File: config.mk
export PLATFORM = sky130hd
export DESIGN_NAME = rxq_status_fifo
export DESIGN_NICKNAME = d
export VERILOG_FILES = /design/src/rtl/rxq_pkg.sv /design/src/rtl/rxq_pad.sv /design/src/rtl/rxq_store.sv /design/src/rtl/rxq_flags.sv /design/src/rtl/rxq_status_fifo.sv
export SDC_FILE = /design/constraint.sdc
export NUM_CORES = 1
export LEC_CHECK = 0
export BUFFER_PORTS_ARGS = -buffer_cell sky130_fd_sc_hd__buf_2
export CORE_MARGIN = 2
export CORE_UTILIZATION = 62
export DETAILED_ROUTE_END_ITERATION = 8
export PLACE_DENSITY = 0.77
export SYNTH_ARGS = -nofsm -noshare
export SYNTH_HDL_FRONTEND = slang
export SYNTH_SLANG_ARGS = --single-unit
File: constraint.sdc
create_clock -name clk -period 3.2 [get_ports clk]
set_clock_uncertainty 0.2 [all_clocks]
set_input_delay 0.64 -clock clk [delete_from_list [all_inputs] [get_ports clk]]
set_output_delay 0.64 -clock clk [all_outputs]
set_load 0.1 [all_outputs]
File: src/rtl/rxq_pkg.sv
package rxq_pkg;
    localparam int CHAR_W = 8;
    localparam int MIN_LEN = 5;

    typedef struct packed {
        logic              brk;
        logic              frm;
        logic              par;
        logic [CHAR_W-1:0] data;
    } rxq_entry_t;
endpackage

File: src/rtl/rxq_pad.sv
module rxq_pad
    import rxq_pkg::*;
(
    input  logic [CHAR_W-1:0] raw_char,
    input  logic [1:0]        len_code,
    output logic [CHAR_W-1:0] padded_char
);
    logic [3:0] bit_limit;
    assign bit_limit = 4'(MIN_LEN) + {2'b00, len_code};

    for (genvar gi = 0; gi < CHAR_W; gi++) begin : g_bit
        if (gi < MIN_LEN) begin : g_keep
            assign padded_char[gi] = raw_char[gi];
        end else begin : g_mask
            assign padded_char[gi] = raw_char[gi] & (4'(gi) < bit_limit);
        end
    end
endmodule

File: src/rtl/rxq_store.sv
module rxq_store
    import rxq_pkg::*;
#(
    parameter int DEPTH = 16,
    localparam int PW = (DEPTH > 1) ? $clog2(DEPTH) : 1,
    localparam int CW = $clog2(DEPTH + 1)
) (
    input  logic       clk,
    input  logic       rst_n,
    input  logic       clr,
    input  logic       push,
    input  logic       pop,
    input  rxq_entry_t wr_entry,
    output rxq_entry_t head_entry,
    output logic [CW-1:0] level,
    output logic       full
);
    typedef struct packed {
        rxq_entry_t [DEPTH-1:0] mem;
        logic [PW-1:0]          wr_ptr;
        logic [PW-1:0]          rd_ptr;
        logic [CW-1:0]          cnt;
    } store_st_t;

    store_st_t st_d, st_q;

    function automatic logic [PW-1:0] ptr_next(input logic [PW-1:0] p);
        return (p == PW'(DEPTH - 1)) ? '0 : p + 1'b1;
    endfunction

    always_comb begin
        st_d = st_q;
        if (clr) begin
            st_d.wr_ptr = '0;
            st_d.rd_ptr = '0;
            st_d.cnt    = '0;
            st_d.mem    = '0;
        end else begin
            if (push) begin
                st_d.mem[st_q.wr_ptr] = wr_entry;
                st_d.wr_ptr           = ptr_next(st_q.wr_ptr);
            end
            if (pop) begin
                st_d.rd_ptr = ptr_next(st_q.rd_ptr);
            end
            case ({push, pop})
                2'b10:   st_d.cnt = st_q.cnt + 1'b1;
                2'b01:   st_d.cnt = st_q.cnt - 1'b1;
                default: st_d.cnt = st_q.cnt;
            endcase
        end
    end

    always_ff @(posedge clk or negedge rst_n) begin
        if (!rst_n) st_q <= '0;
        else        st_q <= st_d;
    end

    assign head_entry = (st_q.cnt == '0) ? '0 : st_q.mem[st_q.rd_ptr];
    assign level      = st_q.cnt;
    assign full       = (st_q.cnt == CW'(DEPTH));
endmodule

File: src/rtl/rxq_flags.sv
module rxq_flags
    import rxq_pkg::*;
(
    input  logic              clk,
    input  logic              rst_n,
    input  logic              clr,
    input  logic              pop,
    input  logic [CHAR_W-1:0] head_data,
    input  logic              ovf_evt,
    input  logic              stat_rd,
    output logic [CHAR_W-1:0] rd_data,
    output logic              overrun
);
    typedef struct packed {
        logic [CHAR_W-1:0] rdat;
        logic              ovr;
    } flag_st_t;

    flag_st_t fl_d, fl_q;

    always_comb begin
        fl_d = fl_q;
        if (clr) begin
            fl_d = '0;
        end else begin
            if (pop) fl_d.rdat = head_data;
            fl_d.ovr = ovf_evt | (fl_q.ovr & ~stat_rd);
        end
    end

    always_ff @(posedge clk or negedge rst_n) begin
        if (!rst_n) fl_q <= '0;
        else        fl_q <= fl_d;
    end

    assign rd_data = fl_q.rdat;
    assign overrun = fl_q.ovr;
endmodule

File: src/rtl/rxq_status_fifo.sv
module rxq_status_fifo
    import rxq_pkg::*;
#(
    parameter int DEPTH = 16
) (
    input  logic              clk,
    input  logic              rst_n,
    input  logic              fifo_clr,
    input  logic              push_valid,
    input  logic [CHAR_W-1:0] push_data,
    input  logic [1:0]        push_len,
    input  logic              push_pe,
    input  logic              push_fe,
    input  logic              push_bi,
    input  logic              data_acc,
    input  logic              data_we,
    input  logic              stat_rd,
    output logic [CHAR_W-1:0] rd_data,
    output logic              head_pe,
    output logic              head_fe,
    output logic              head_bi,
    output logic              data_ready,
    output logic              overrun
);
    localparam int CW = $clog2(DEPTH + 1);

    logic [CHAR_W-1:0] padded;
    rxq_entry_t        new_entry, head_entry;
    logic [CW-1:0]     level;
    logic              fifo_full, rd_pop, wr_push, ovf_evt;

    rxq_pad u_pad (
        .raw_char    (push_data),
        .len_code    (push_len),
        .padded_char (padded)
    );

    assign new_entry = '{brk: push_bi, frm: push_fe, par: push_pe, data: padded};

    assign rd_pop  = data_acc & ~data_we & (level != '0);
    assign wr_push = push_valid & (~fifo_full | rd_pop);
    assign ovf_evt = push_valid & fifo_full & ~rd_pop;

    rxq_store #(.DEPTH(DEPTH)) u_store (
        .clk        (clk),
        .rst_n      (rst_n),
        .clr        (fifo_clr),
        .push       (wr_push),
        .pop        (rd_pop),
        .wr_entry   (new_entry),
        .head_entry (head_entry),
        .level      (level),
        .full       (fifo_full)
    );

    rxq_flags u_flags (
        .clk       (clk),
        .rst_n     (rst_n),
        .clr       (fifo_clr),
        .pop       (rd_pop),
        .head_data (head_entry.data),
        .ovf_evt   (ovf_evt),
        .stat_rd   (stat_rd),
        .rd_data   (rd_data),
        .overrun   (overrun)
    );

    assign head_pe    = head_entry.par;
    assign head_fe    = head_entry.frm;
    assign head_bi    = head_entry.brk;
    assign data_ready = (level != '0);
endmodule

==> summary.txt, run 1 <==
Seq/Total Area, Yosys -> 0.5120
Reg clk slew, reported paths -> 0.07 ns
Final Core Density -> 0.6998
VDD IR-drop max -> 406.7 uV
Via density -> 6.313
Hold Path Class -> in -> reg
PortBufs -> 32
Distinct cells, synth -> 39
fill count -> 1098
Final Critical Period -> 3.223 ns
max_cap viols -> 0
# clock sinks -> 198
post-synth top area share -> 0.5120
first-pass GRT wire length -> 38220 um
synthesis-to-layout area growth -> 9.930%
Diodes inserted -> 0
failing checks -> setup timing
fraction of registers with async set or reset after synthesis -> 1.000
total routed wirelength -> 22860 um
Final GP Congestion -> 0.8679
Post-synth EDFFs -> 0
Final Cycle Share -> 1.007
antenna violations before repair -> 0
CP Max Fanout -> 14
Post-Layout Inst Area -> 10640 um^2
DP HPWL -> 14600 um
H-tree Lvls -> 4
first drt pass iteration count -> 6
Worst EP arrival -> 2.38 ns
Die W -> 128.9 um
ANT nets after route -> 0
commonest cells after routing, fill and taps aside -> dfrtp_1, nand2_1, a21oi_1, nor2_1, mux2i_1
WP data required -> 2.36 ns
WHS -> 0.2113 ns
drt drc -> 0
internal reg-to-reg setup slack -> 0.46 ns
post-route setup slack -> -0.02261 ns
Worst Reg-to-Reg Cells -> 7
DR vias -> 7108
CTS tree -> yes
Post-Place Setup Slack -> 0.1482 ns
outcome -> finished with violations
IO Count -> 33
Layout Cells excl Fill -> 1126
Synth warnings -> 0
hold endpoint -> u_flags.rd_data[5]
Yosys reg bits -> 198
Slew HR -> 0.4824
grt ovf -> 0
ys flop type -> dfrtp_1
share of cells above drive strength 1 -> 0.1674
Core Area -> 15200 um^2
WHS Path Cells -> 2
vias in the first global route -> 7233
Clock Latency Late Sink -> 0.43 ns
startpoint types -> flip-flop
commonest non-fill, non-tap cell in the layout -> dfrtp_1
largest net degree at the start of global routing -> 150
syn_nets -> 956
P_leak -> 4.856 nW
Setup crit end kind -> primary output
Worst Max-Slew Pin Slew -> 0.7747 ns
Iter 0 DRT Violations -> 902
Num CTS Buffers -> 17
full die area -> 16620 um^2
synthesized cell area -> 9677 um^2
hold wc startpoint -> fifo_clr
placed instance area -> 9951 um^2
Rows -> 45
Synth Area per Inst -> 10.42 um^2
gr usage total -> 0.2992
deepest clock path buffer count -> 2
Synth area leader -> dfrtp_1
Inst Count DP -> 1092
Syn Inst Count -> 929
DIE HEIGHT -> 128.9 um
P per Cell Area -> 515.3 nW/um^2
Max Fclk -> 310.3 MHz
top post-synthesis cells by area -> dfrtp_1, mux4_2, nand2_1
r2r startpoint -> u_store.st_q[5]
Final Hold Fails -> 0
nets -> 952
critical path type -> reg -> out
RSZ-0062 raised after global routing -> yes
Initial Utilization -> 0.6365
FF-to-FF End -> u_flags.rd_data[0]
WL/cell -> 20.30 um
CTS root buffer -> clkbuf_16
# setup viols final -> 2
final slew viol count -> 0
-- flip-flops by register name, indices dropped and copies added, names as in the netlist --
| signal | flops |
|---|---|
| u_store.st_q | 184 |
| u_flags.rd_data | 8 |
| u_store.level | 5 |
| u_flags.overrun | 1 |
-- area by class of cell --
| cell class | instances | area (um^2) | area share |
|---|---|---|---|
| flip-flops and latches | 198 | 4957 | 0.4660 |
| inverters | 8 | 30.03 | 0.002823 |
| repair buffers | 60 | 479.2 | 0.04505 |
| clock buffers | 18 | 429.2 | 0.04034 |
| multi-input cells | 640 | 4319 | 0.4060 |
| well taps | 188 | 235.2 | 0.02211 |
| clock inverters | 14 | 187.7 | 0.01764 |
-- power by group --
| group | internal (mW) | switching, mW | total, mW |
|---|---|---|---|
| sequential | 2.54 | 0.0416 | 2.58 |
| clock | 1.25 | 0.990 | 2.24 |
| combinational | 0.213 | 0.449 | 0.661 |
-- kinds of logic after synthesis --
logic type / after synthesis / synth area share
simple gates: 336 / 0.1518
flops: 198 / 0.5120
compound gates: 188 / 0.1109
mux: 104 / 0.1685
buf+inv: 91 / 0.04319
fa+ha+maj: 7 / 0.009051
xor+xnor: 5 / 0.004526
-- per-stage QoR --
stage	power, mW	TNS [ns]
floorplan	3.079	0
global placement	3.252	0
detailed placement	3.261	0
CTS	5.498	-0.09068
global route	5.669	-0.1658
finish	5.482	-0.03612
-- metal layers --
metal / global-route usage / vias up / share of wire
met5: 0 / - / 0
met4: 0.08440 / 0 / 0.020
met3: 0.06071 / 44 / 0.060
met2: 0.4644 / 251 / 0.49
met1: 0.4368 / 3584 / 0.43
li1: - / 3229 / -
-- synth_stat cells, types with 2 or more instances --
cell type	n
dfrtp_1	198
nand2_1	172
a21oi_1	103
nor2_1	75
mux2i_1	56
nand3_1	55
o21ai_0	53
clkbuf_1	49
mux4_2	47
a22oi_1	16
buf_2	16
and2_1	10
buf_4	9
inv_1	8
nor2b_1	8
ha_1	7
buf_1	6
nand4_2	5
a311oi_2	3
buf_6	3
nand2b_1	3
xor2_1	3
a211oi_1	2
a31oi_1	2
a31oi_4	2
o211ai_1	2
or3_1	2
or4_1	2
xnor2_1	2
-- worst max-delay path by stage --
stage	from	end	cells after the start
floorplan	push_valid	u_store.level[4]	10
global placement	push_valid	u_store.level[4]	10
CTS	u_store.st_q[5]	head_bi	5
detailed placement	push_valid	u_store.level[4]	10
finish	u_store.st_q[5]	head_bi	5
global route	u_store.st_q[5]	head_bi	5
-- worst max-delay path: stages (launching register included) --
cell and delay (ns):
dfrtp_2 0.39, buf_12 0.16, mux4_2 0.54, mux4_2 0.52, nor2b_4 0.16, buf_12 0.17
-- timing repair --
item,CTS,global route
cloned,0,0
resized for setup,13,1
hold endpoints to repair,10,0
hold buffers,1,0
setup endpoints to repair,3,4
buffers inserted,1,0
Power figures use the tool's default switching activity.
==> run 2: changes to the inputs <==
--- a/config.mk
+++ b/config.mk
@@ -11,2 +11,3 @@
 export DETAILED_ROUTE_END_ITERATION = 8
+export HOLD_SLACK_MARGIN = 0.06
 export PLACE_DENSITY = 0.77
--- a/constraint.sdc
+++ b/constraint.sdc
@@ -4,2 +4,2 @@
 set_output_delay 0.64 -clock clk [all_outputs]
-set_load 0.1 [all_outputs]
+set_load 0.05 [all_outputs]
==> summary.txt, run 2 (synthesis gave the netlist of run 1 again) <==
DR vias -> 6964 (-2.0%)
Reg clk slew, reported paths -> 0.07 ns (about the same)
vias in the first global route -> 7037 (-2.7%)
H-tree Lvls -> 4 (unchanged)
nets -> 945 (-0.74%)
RSZ-0062 raised after global routing -> yes
full die area -> 16620 um^2 (unchanged)
P per Cell Area -> 511.8 nW/um^2 (-0.69%)
gr usage total -> 0.2904 (-0.008754)
Diodes inserted -> 0 (unchanged)
VDD IR-drop max -> 377.2 uV (-7.2%)
grt ovf -> 0 (unchanged)
Hold Path Class -> in -> reg
commonest cells after routing, fill and taps aside -> dfrtp_1, nand2_1, a21oi_1, nor2_1, mux2i_1
Biggest register -> u_store.st_q
Num CTS Buffers -> 17 (unchanged)
hold wc startpoint -> fifo_clr
startpoint types -> flip-flop
IO Count -> 33 (unchanged)
Final Hold Fails -> 0 (unchanged)
Core Area -> 15200 um^2 (unchanged)
WHS -> 0.2370 ns (+0.02572 ns)
internal reg-to-reg setup slack -> 0.37 ns (-0.09 ns)
critical path type -> reg -> out
PortBufs -> 32 (unchanged)
# setup viols final -> 0 (-2)
DIE HEIGHT -> 128.9 um (unchanged)
drt drc -> 0 (unchanged)
max_cap viols -> 0 (unchanged)
share of cells above drive strength 1 -> 0.1579 (-0.009483)
FF-to-FF End -> u_store.level[4]
WHS Path Cells -> 2 (unchanged)
ANT nets after route -> 0 (unchanged)
P_leak -> 4.825 nW (-0.62%)
WP data required -> 2.36 ns (about the same)
antenna violations before repair -> 0 (unchanged)
first-pass GRT wire length -> 37060 um (-3.0%)
Initial Utilization -> 0.6365 (unchanged)
Rows -> 45 (unchanged)
Worst Reg-to-Reg Cells -> 9 (+2)
largest net degree at the start of global routing -> 147 (-2.0%)
hold endpoint -> u_flags.rd_data[5]
Final Critical Period -> 3.180 ns (-0.04217 ns)
deepest clock path buffer count -> 2 (unchanged)
Worst EP arrival -> 2.34 ns (-0.04 ns)
Final GP Congestion -> 0.8169 (-5.9%)
outcome -> finished clean
Setup crit end kind -> primary output
commonest non-fill, non-tap cell in the layout -> dfrtp_1
Slew HR -> 0.4869 (+0.004448)
CTS root buffer -> clkbuf_16
Final Core Density -> 0.6951 (-0.004691)
total routed wirelength -> 22310 um (-2.4%)
CP Max Fanout -> 5 (-9)
Iter 0 DRT Violations -> 675 (-25%)
number of flip-flops in the largest register -> 184 (unchanged)
Final Cycle Share -> 0.9939 (-0.01318)
first drt pass iteration count -> 6 (unchanged)
Via density -> 6.223 (-1.4%)
synthesis-to-layout area growth -> 9.193%
Final Power -> 5.408 mW (-1.4%)
Max Fclk -> 314.4 MHz (+1.3%)
Clock Latency Late Sink -> 0.43 ns (about the same)
DP HPWL -> 14070 um (-3.6%)
Die W -> 128.9 um (unchanged)
final slew viol count -> 0 (unchanged)
critical path startpoint -> u_store.st_q[5]
WL/cell -> 19.94 um (-1.8%)
CTS tree -> yes
# clock sinks -> 198 (unchanged)
fill count -> 1089 (-0.82%)
r2r startpoint -> u_store.level[1]
Worst Max-Slew Pin Slew -> 0.7681 ns (-0.006659 ns)
## run 2: final cells by class
| class | count | area [um^2] | area share |
|---|---|---|---|
| flip-flops and latches | 198 | 4960 | 0.4694 |
| multi-input cells | 640 | 4312 | 0.4081 |
| clock buffers | 21 | 470.5 | 0.04452 |
| repair buffers | 53 | 412.9 | 0.03908 |
| well taps | 188 | 235.2 | 0.02226 |
| clock inverters | 11 | 146.4 | 0.01385 |
| inverters | 8 | 30.03 | 0.002842 |
## run 2: critical path, stage by stage (launching register included)
cell,delay [ns]
dfrtp_4,0.51
buf_12,0.15
mux4_2,0.43
mux4_2,0.51
nor2b_4,0.15
buf_6,0.16
## run 2: routing by layer
layer / GRT usage / wire length (um) / vias to the layer above
met4: 0.09271 / 340 / 0
met1: 0.4172 / 9680 / 3474
met2: 0.4528 / 10880 / 241
met3: 0.05946 / 1412 / 34
li1: - / - / 3215
met5: 0 / 0 / -
## run 2: through the flow
step           setup TNS, ns  setup WS (ns)  instances  cell area (um^2)
2_1_floorplan              0        0.04823        929              9677
3_3_place_gp               0         0.1189       1084              9873
3_5_place_dp               0        0.02329       1084              9873
4_1_cts                    0       0.003314       1119             10550
5_1_grt             -0.08001       -0.03373       1119             10570
6_report                   0        0.01956       1119             10570
## run 2: report_power, final
| group | switching (mW) | internal, mW | total (mW) | leakage, nW |
|---|---|---|---|---|
| Sequential | 0.0470 | 2.54 | 2.58 | 2.75 |
| Clock | 0.938 | 1.29 | 2.23 | 0.299 |
| Combinational | 0.388 | 0.204 | 0.592 | 1.77 |
| Total | 1.37 | 4.03 | 5.41 | 4.83 |
## run 2: worst max path at each step
stage / endpoint / slack, ns
floorplan: u_store.level[4] / 0.05
global placement: u_store.level[4] / 0.12
detailed placement: u_store.level[4] / 0.02
CTS: head_pe / 0.003
global route: head_bi / -0.03
finish: head_bi / 0.02
## run 2: what timing repair did
item                                   4_1_cts  5_1_grt
hold buffers                                 1        0
setup buffers                                2        0
pin swaps                                    0        0
setup endpoints to repair                    3        3
endpoints found under the hold margin       60        0
resized for setup                            3        6
